<file path="src/rtl/dispatch_pkg.sv">
package dispatch_pkg;

    typedef enum logic [2:0] {
        PC_ALU  = 3'd0,
        PC_FMA  = 3'd1,
        PC_FP16 = 3'd2,
        PC_XU   = 3'd3,
        PC_LSU  = 3'd4,
        PC_TEX  = 3'd5,
        PC_ADU  = 3'd6,
        PC_CBU  = 3'd7
    } pipe_cls_e;

    typedef enum logic {
        GATE_READY   = 1'b0,
        GATE_RECOVER = 1'b1
    } gate_state_e;

    localparam int CLS_W        = 3;
    localparam int LOCAL_PIPES  = 4;
    localparam int SHARED_PIPES = 4;
    localparam int HALF_RATE_N  = 3;  // classes below this code are half-rate

endpackage

</file>
<file path="src/rtl/pipe_rate_gate.sv">
module pipe_rate_gate
    import dispatch_pkg::*;
#(
    parameter bit HALF_RATE = 1'b1
) (
    input  logic clk,
    input  logic rst_n,
    input  logic launch,
    output logic ready
);

    gate_state_e state_q, state_d;

    // state register
    always_ff @(posedge clk) begin
        if (!rst_n) state_q <= GATE_READY;
        else        state_q <= state_d;
    end

    // transitions: LAUNCH, HOLD, RELEASE
    always_comb begin
        state_d = state_q;
        unique case (state_q)
            GATE_READY:   state_d = (launch && HALF_RATE) ? GATE_RECOVER : GATE_READY;
            GATE_RECOVER: state_d = GATE_READY;
            default:      state_d = GATE_READY;
        endcase
    end

    // outputs
    always_comb begin
        unique case (state_q)
            GATE_READY:   ready = 1'b1;
            GATE_RECOVER: ready = 1'b0;
            default:      ready = 1'b0;
        endcase
    end

endmodule

</file>
<file path="src/rtl/shared_rr_arbiter.sv">
module shared_rr_arbiter #(
    parameter int N = 4,
    localparam int IW = (N > 1) ? $clog2(N) : 1
) (
    input  logic          clk,
    input  logic          rst_n,
    input  logic [N-1:0]  req,
    output logic [N-1:0]  grant,
    output logic          any_grant,
    output logic [IW-1:0] winner
);

    logic [IW-1:0] ptr_q, ptr_d;

    always_comb begin
        int idx;
        logic found;
        grant  = '0;
        winner = '0;
        found  = 1'b0;
        for (int k = 0; k < N; k++) begin
            idx = int'(ptr_q) + k;
            if (idx >= N) idx = idx - N;
            if (!found && req[idx]) begin
                found      = 1'b1;
                grant[idx] = 1'b1;
                winner     = IW'(idx);
            end
        end
        any_grant = found;
    end

    // ADVANCE past the winner; keep pointer when idle
    always_comb begin
        ptr_d = ptr_q;
        if (any_grant) begin
            if (winner == IW'(N - 1)) ptr_d = '0;
            else                      ptr_d = winner + 1'b1;
        end
    end

    always_ff @(posedge clk) begin
        if (!rst_n) ptr_q <= '0;
        else        ptr_q <= ptr_d;
    end

endmodule

</file>
<file path="src/rtl/subpart_issue_ctrl.sv">
module subpart_issue_ctrl
    import dispatch_pkg::*;
(
    input  logic                    clk,
    input  logic                    rst_n,
    input  logic                    head_valid,
    input  logic [CLS_W-1:0]        head_pipe,
    input  logic [SHARED_PIPES-1:0] shared_grant,
    output logic [SHARED_PIPES-1:0] shared_req,
    output logic                    issue_go,
    output logic                    stall,
    output logic [LOCAL_PIPES-1:0]  local_valid
);

    pipe_cls_e              cls;
    logic                   is_local;
    logic [1:0]             sub_idx;
    logic [LOCAL_PIPES-1:0] gate_ready;
    logic                   can_go;

    assign cls     = pipe_cls_e'(head_pipe);
    assign sub_idx = head_pipe[1:0];

    always_comb begin
        unique case (cls)
            PC_ALU, PC_FMA, PC_FP16, PC_XU: is_local = 1'b1;
            default:                        is_local = 1'b0;
        endcase
    end

    // one rate gate per local pipe; only the first classes are half-rate
    for (genvar g = 0; g < LOCAL_PIPES; g++) begin : g_gate
        pipe_rate_gate #(
            .HALF_RATE(g < HALF_RATE_N)
        ) u_gate (
            .clk   (clk),
            .rst_n (rst_n),
            .launch(local_valid[g]),
            .ready (gate_ready[g])
        );
    end

    always_comb begin
        shared_req = '0;
        if (head_valid && !is_local) shared_req[sub_idx] = 1'b1;
    end

    assign can_go   = is_local ? gate_ready[sub_idx] : shared_grant[sub_idx];
    assign issue_go = head_valid && can_go;
    assign stall    = head_valid && !can_go;

    always_comb begin
        local_valid = '0;
        if (issue_go && is_local) local_valid[sub_idx] = 1'b1;
    end

endmodule

</file>
<file path="src/rtl/issue_dispatch_cluster.sv">
module issue_dispatch_cluster
    import dispatch_pkg::*;
#(
    parameter int NSP = 4,
    localparam int SRC_W = (NSP > 1) ? $clog2(NSP) : 1
) (
    input  logic                          clk,
    input  logic                          rst_n,
    input  logic [NSP-1:0]                head_valid,
    input  logic [NSP*CLS_W-1:0]          head_pipe,
    output logic [NSP-1:0]                issue_go,
    output logic [NSP-1:0]                stall,
    output logic [NSP*LOCAL_PIPES-1:0]    local_valid,
    output logic [SHARED_PIPES-1:0]       shared_valid,
    output logic [SHARED_PIPES*SRC_W-1:0] shared_src
);

    logic [SHARED_PIPES-1:0] sp_req   [NSP];
    logic [SHARED_PIPES-1:0] sp_grant [NSP];
    logic [NSP-1:0]          pipe_req   [SHARED_PIPES];
    logic [NSP-1:0]          pipe_grant [SHARED_PIPES];

    for (genvar i = 0; i < NSP; i++) begin : g_sp
        subpart_issue_ctrl u_ctrl (
            .clk         (clk),
            .rst_n       (rst_n),
            .head_valid  (head_valid[i]),
            .head_pipe   (head_pipe[i*CLS_W +: CLS_W]),
            .shared_grant(sp_grant[i]),
            .shared_req  (sp_req[i]),
            .issue_go    (issue_go[i]),
            .stall       (stall[i]),
            .local_valid (local_valid[i*LOCAL_PIPES +: LOCAL_PIPES])
        );
        for (genvar p = 0; p < SHARED_PIPES; p++) begin : g_xpose
            assign pipe_req[p][i] = sp_req[i][p];
            assign sp_grant[i][p] = pipe_grant[p][i];
        end
    end

    for (genvar p = 0; p < SHARED_PIPES; p++) begin : g_shared
        shared_rr_arbiter #(
            .N(NSP)
        ) u_arb (
            .clk      (clk),
            .rst_n    (rst_n),
            .req      (pipe_req[p]),
            .grant    (pipe_grant[p]),
            .any_grant(shared_valid[p]),
            .winner   (shared_src[p*SRC_W +: SRC_W])
        );
    end

endmodule

</file>
<file path="config.mk">
export PLATFORM = sky130hd
export DESIGN_NAME = issue_dispatch_cluster
export DESIGN_NICKNAME = d
export VERILOG_FILES = /design/src/rtl/dispatch_pkg.sv /design/src/rtl/pipe_rate_gate.sv /design/src/rtl/shared_rr_arbiter.sv /design/src/rtl/subpart_issue_ctrl.sv /design/src/rtl/issue_dispatch_cluster.sv
export SDC_FILE = /design/constraint.sdc
export NUM_CORES = 1
export LEC_CHECK = 0
export ABC_CLOCK_PERIOD_IN_PS = 4000
export BUFFER_PORTS_ARGS = -buffer_cell sky130_fd_sc_hd__buf_2
export CAP_MARGIN = 30
export CORE_MARGIN = 2
export CORE_UTILIZATION = 60
export DETAILED_ROUTE_END_ITERATION = 10
export PLACE_DENSITY_LB_ADDON = 0.2
export SYNTH_ARGS = -nofsm -noshare
export SYNTH_HDL_FRONTEND = slang
export SYNTH_HIERARCHICAL = 1
export SYNTH_SLANG_ARGS = --single-unit
</file>
<file path="constraint.sdc">
create_clock -name clk -period 4 [get_ports clk]
set_clock_uncertainty 0.05 [all_clocks]
set_input_delay 0.4 -clock clk [delete_from_list [all_inputs] [get_ports clk]]
set_output_delay 0.4 -clock clk [all_outputs]
set_load 0.05 [all_outputs]
</file>
==> out/qor.yml <==
post-route-period-util: 0.9418
finish.instance_area_um2: 4074
yosysSeqAreaShare: 0.1064
status: "finished clean"
placed_area_um2: 4019
synth_top_family_by_area: "simple AND/OR/NAND/NOR gates"
yosys.area_share.xor_xnor: 0
gp_congestion: 0.9126
yosysTopAreaCell: "ha_1"
area_growth_pct: 8.281
start_util: 0.6280
cts_root_buffer: "clkbuf_8"
syn_inst: 452
synth.area.mux_share: 0.1719
first_global_vias: 3189
clock_path_buffers: 2
fillers: 517
drt_iter0_markers: 248
antenna_found_initial: 0
clkTransAtPathRegs_ns: 0.09
rows: 28
hold_buffers: 0
post-dp-hpwl_mm: 6.991
hold_class: "reg2reg"
routed_wl_mm: 9.278
slew_violations: 0
cts_setup_buffers: 0
synth_top_area_share: 0.1097
cts.sink_count: 20
async_reset_ff_frac: 0
worst_hold_startpoint: "g_sp[2].u_ctrl/g_gate[1].u_gate/state_q$_SDFF_PP0_"
crit_fanout: 8
cp-startpoint: "g_shared[3].u_arb/ptr_q[0]$_SDFFE_PN0P_"
synth_compound_area_frac: 0.1899
worstMarginPinSlew_ns: 0.5698
htreeDepth: 1
grt_pass1_wl_mm: 15.24
synth_common_cells: "nor2_1, inv_1, ha_1, nand2_1, mux2i_1"
dieHeight_um: 83.19
postSynthRegisterBits: 20
critical_path.reg2reg.startpoint: "g_shared[3].u_arb/ptr_q[0]$_SDFFE_PN0P_"
setup_tns_ns: 0
layout-drive-gt1-share: 0.2649
cp-start-kind: "flip-flop"
cts_tree: "yes"
setup_violations: 0
fin_crit_ns: 3.767
yosys_warnings: 6
antenna-diode-count: 0
routedWlPerCell_um: 16.08
crit_end: "issue_go[1]"
vias: 3629
cp.arrival_ns: 3.32
grt_max_degree: 21
ir_worst_vdd_uv: 141.7
viasPerCell: 6.289
synth-simple-area-share: 0.2990
power_density_nw_per_um2: 213.6
place.port_buffers: 53
timing.fmax_ghz: 0.2654
maxCapViolCount: 0
final_nets: 554
slew_headroom: 0.6187
avgSynthCellArea_um2: 8.324
syn-num-nets: 503
synth.area.top_cells: "ha_1, dfxtp_1, mux4_2"
cp_data_required_time_ns: 3.55
grt_setup_unrepaired: "false"
core_area_um2: 5991
yosys.cell_count.top_type: "nor2_1"
synth_fa_ha_area_frac: 0.1097
p_leak_uw: 0.001854
synth_area_um2: 3762
ff2ff_path_depth: 11
grt_overflow: 0
fp.dieW_um: 83.19
criticalPathCategory: "reg2out"
grt_use_total: 0.2604
die-area_um2: 6920
cts_resized: 0
postRouteAntennaNets: 0
synth_ff_type: "dfxtp_1"
r2r_end: "g_shared[3].u_arb/ptr_q[0]$_SDFFE_PN0P_"
cp-end-kind: "primary output"
hold_viol_final: 0
drc: 0
netlist-cell-type-count: 59
first_pass_iters: 5
seq_area_um2: 400.4
clock_latency_ns: 0.28
io_pins: 54
synth_edf_count: 0
multi_input_area_um2: 2914
whs_path_depth: 1
reg2reg_setup_slack_ns: 1.18
numCtsBuffers: 3
power by group:
group | internal, uW | switching [uW]
sequential | 208 | 4.65
combinational | 182 | 302
clock | 88.2 | 84.6
placed cells by master (no fill, tap or decap), types with 4 or more instances in the layout:
cell | synthesis | layout
mux4_2 | 12 | 12
a221o_1 | 12 | 12
o21ai_0 | 14 | 14
and2_1 | 4 | 4
nor2b_1 | 7 | 7
nor2_1 | 52 | 52
or2_2 | 7 | 7
or2b_1 | 4 | 4
a22oi_1 | 16 | 16
mux2_2 | 4 | 4
and3b_1 | 15 | 15
clkbuf_8 | 9 | 4
nand3b_1 | 7 | 7
nand2_1 | 24 | 24
or3_1 | 10 | 10
o21bai_1 | 4 | 4
or4b_1 | 4 | 4
inv_1 | 34 | 34
buf_4 | 6 | 29
a21oi_1 | 14 | 14
conb_1 | 4 | 4
or3b_2 | 6 | 6
dfxtp_1 | 20 | 20
buf_2 | 10 | 53
nand2b_1 | 8 | 8
a31oi_1 | 4 | 4
ha_1 | 33 | 33
o221ai_1 | 4 | 4
nand4bb_1 | 4 | 4
nor3_2 | 4 | 4
mux2i_1 | 23 | 23
nor3_1 | 6 | 6
per-stage QoR:
step | worst slack (ns) | utilization | cells | total power, uW | hold WS, ns
6_report | 0.2327 | 0.6800 | 577 | 870.3 | 0.4829
5_1_grt | 0.05402 | 0.6800 | 577 | 922.6 | 0.5041
4_1_cts | 0.2560 | 0.6800 | 577 | 870.7 | 0.4846
3_5_place_dp | 0.3083 | 0.6708 | 573 | 696.4 | 0.4601
3_3_place_gp | 0.3843 | 0.6708 | 573 | 684.7 | 0.4591
2_1_floorplan | 0.02535 | - | 452 | 595.1 | 0.4486
worst min-delay path by stage:
stage                                                         endpoint  slack (ns)
finish              g_sp[2].u_ctrl/g_gate[1].u_gate/state_q$_SDFF_PP0_        0.48
global route        g_sp[0].u_ctrl/g_gate[1].u_gate/state_q$_SDFF_PP0_        0.50
CTS                 g_sp[1].u_ctrl/g_gate[1].u_gate/state_q$_SDFF_PP0_        0.48
detailed placement  g_sp[1].u_ctrl/g_gate[2].u_gate/state_q$_SDFF_PP0_        0.46
global placement    g_sp[3].u_ctrl/g_gate[2].u_gate/state_q$_SDFF_PP0_        0.46
floorplan           g_sp[0].u_ctrl/g_gate[0].u_gate/state_q$_SDFF_PP0_        0.45
cell families after synthesis:
family / count (synthesis)
AOI/OAI and AO/OA: 95
adders and majority gates: 33
buffers and inverters: 70
DFF: 20
muxes: 43
other: 4
and+or+nand+nor: 187
metal layers:
metal  track usage  vias to the layer above  share of wire
met5             0                        -              0
met4       0.04173                        0          0.011
met3       0.03579                       12          0.070
met2        0.4377                      167           0.47
met1        0.3621                     1697           0.45
li1              -                     1753              -
final cells by class:
type | count | share of cell area
clock buffer | 4 | 0.01351
inverter | 34 | 0.03133
multi-input combinational | 362 | 0.7153
sequential | 20 | 0.09828
tap | 75 | 0.02303
timing repair buffer | 82 | 0.1186
critical path: stages, from the launching register on:
cell,delay (ns)
dfxtp_1,0.32
inv_1,0.21
ha_1,0.30
or3b_1,0.38
a211o_1,0.26
a21oi_1,0.14
a41oi_1,0.10
o221ai_1,0.30
mux2i_1,0.12
mux4_2,0.50
nor2b_1,0.13
buf_2,0.27
(Power assumes the default switching activity.)
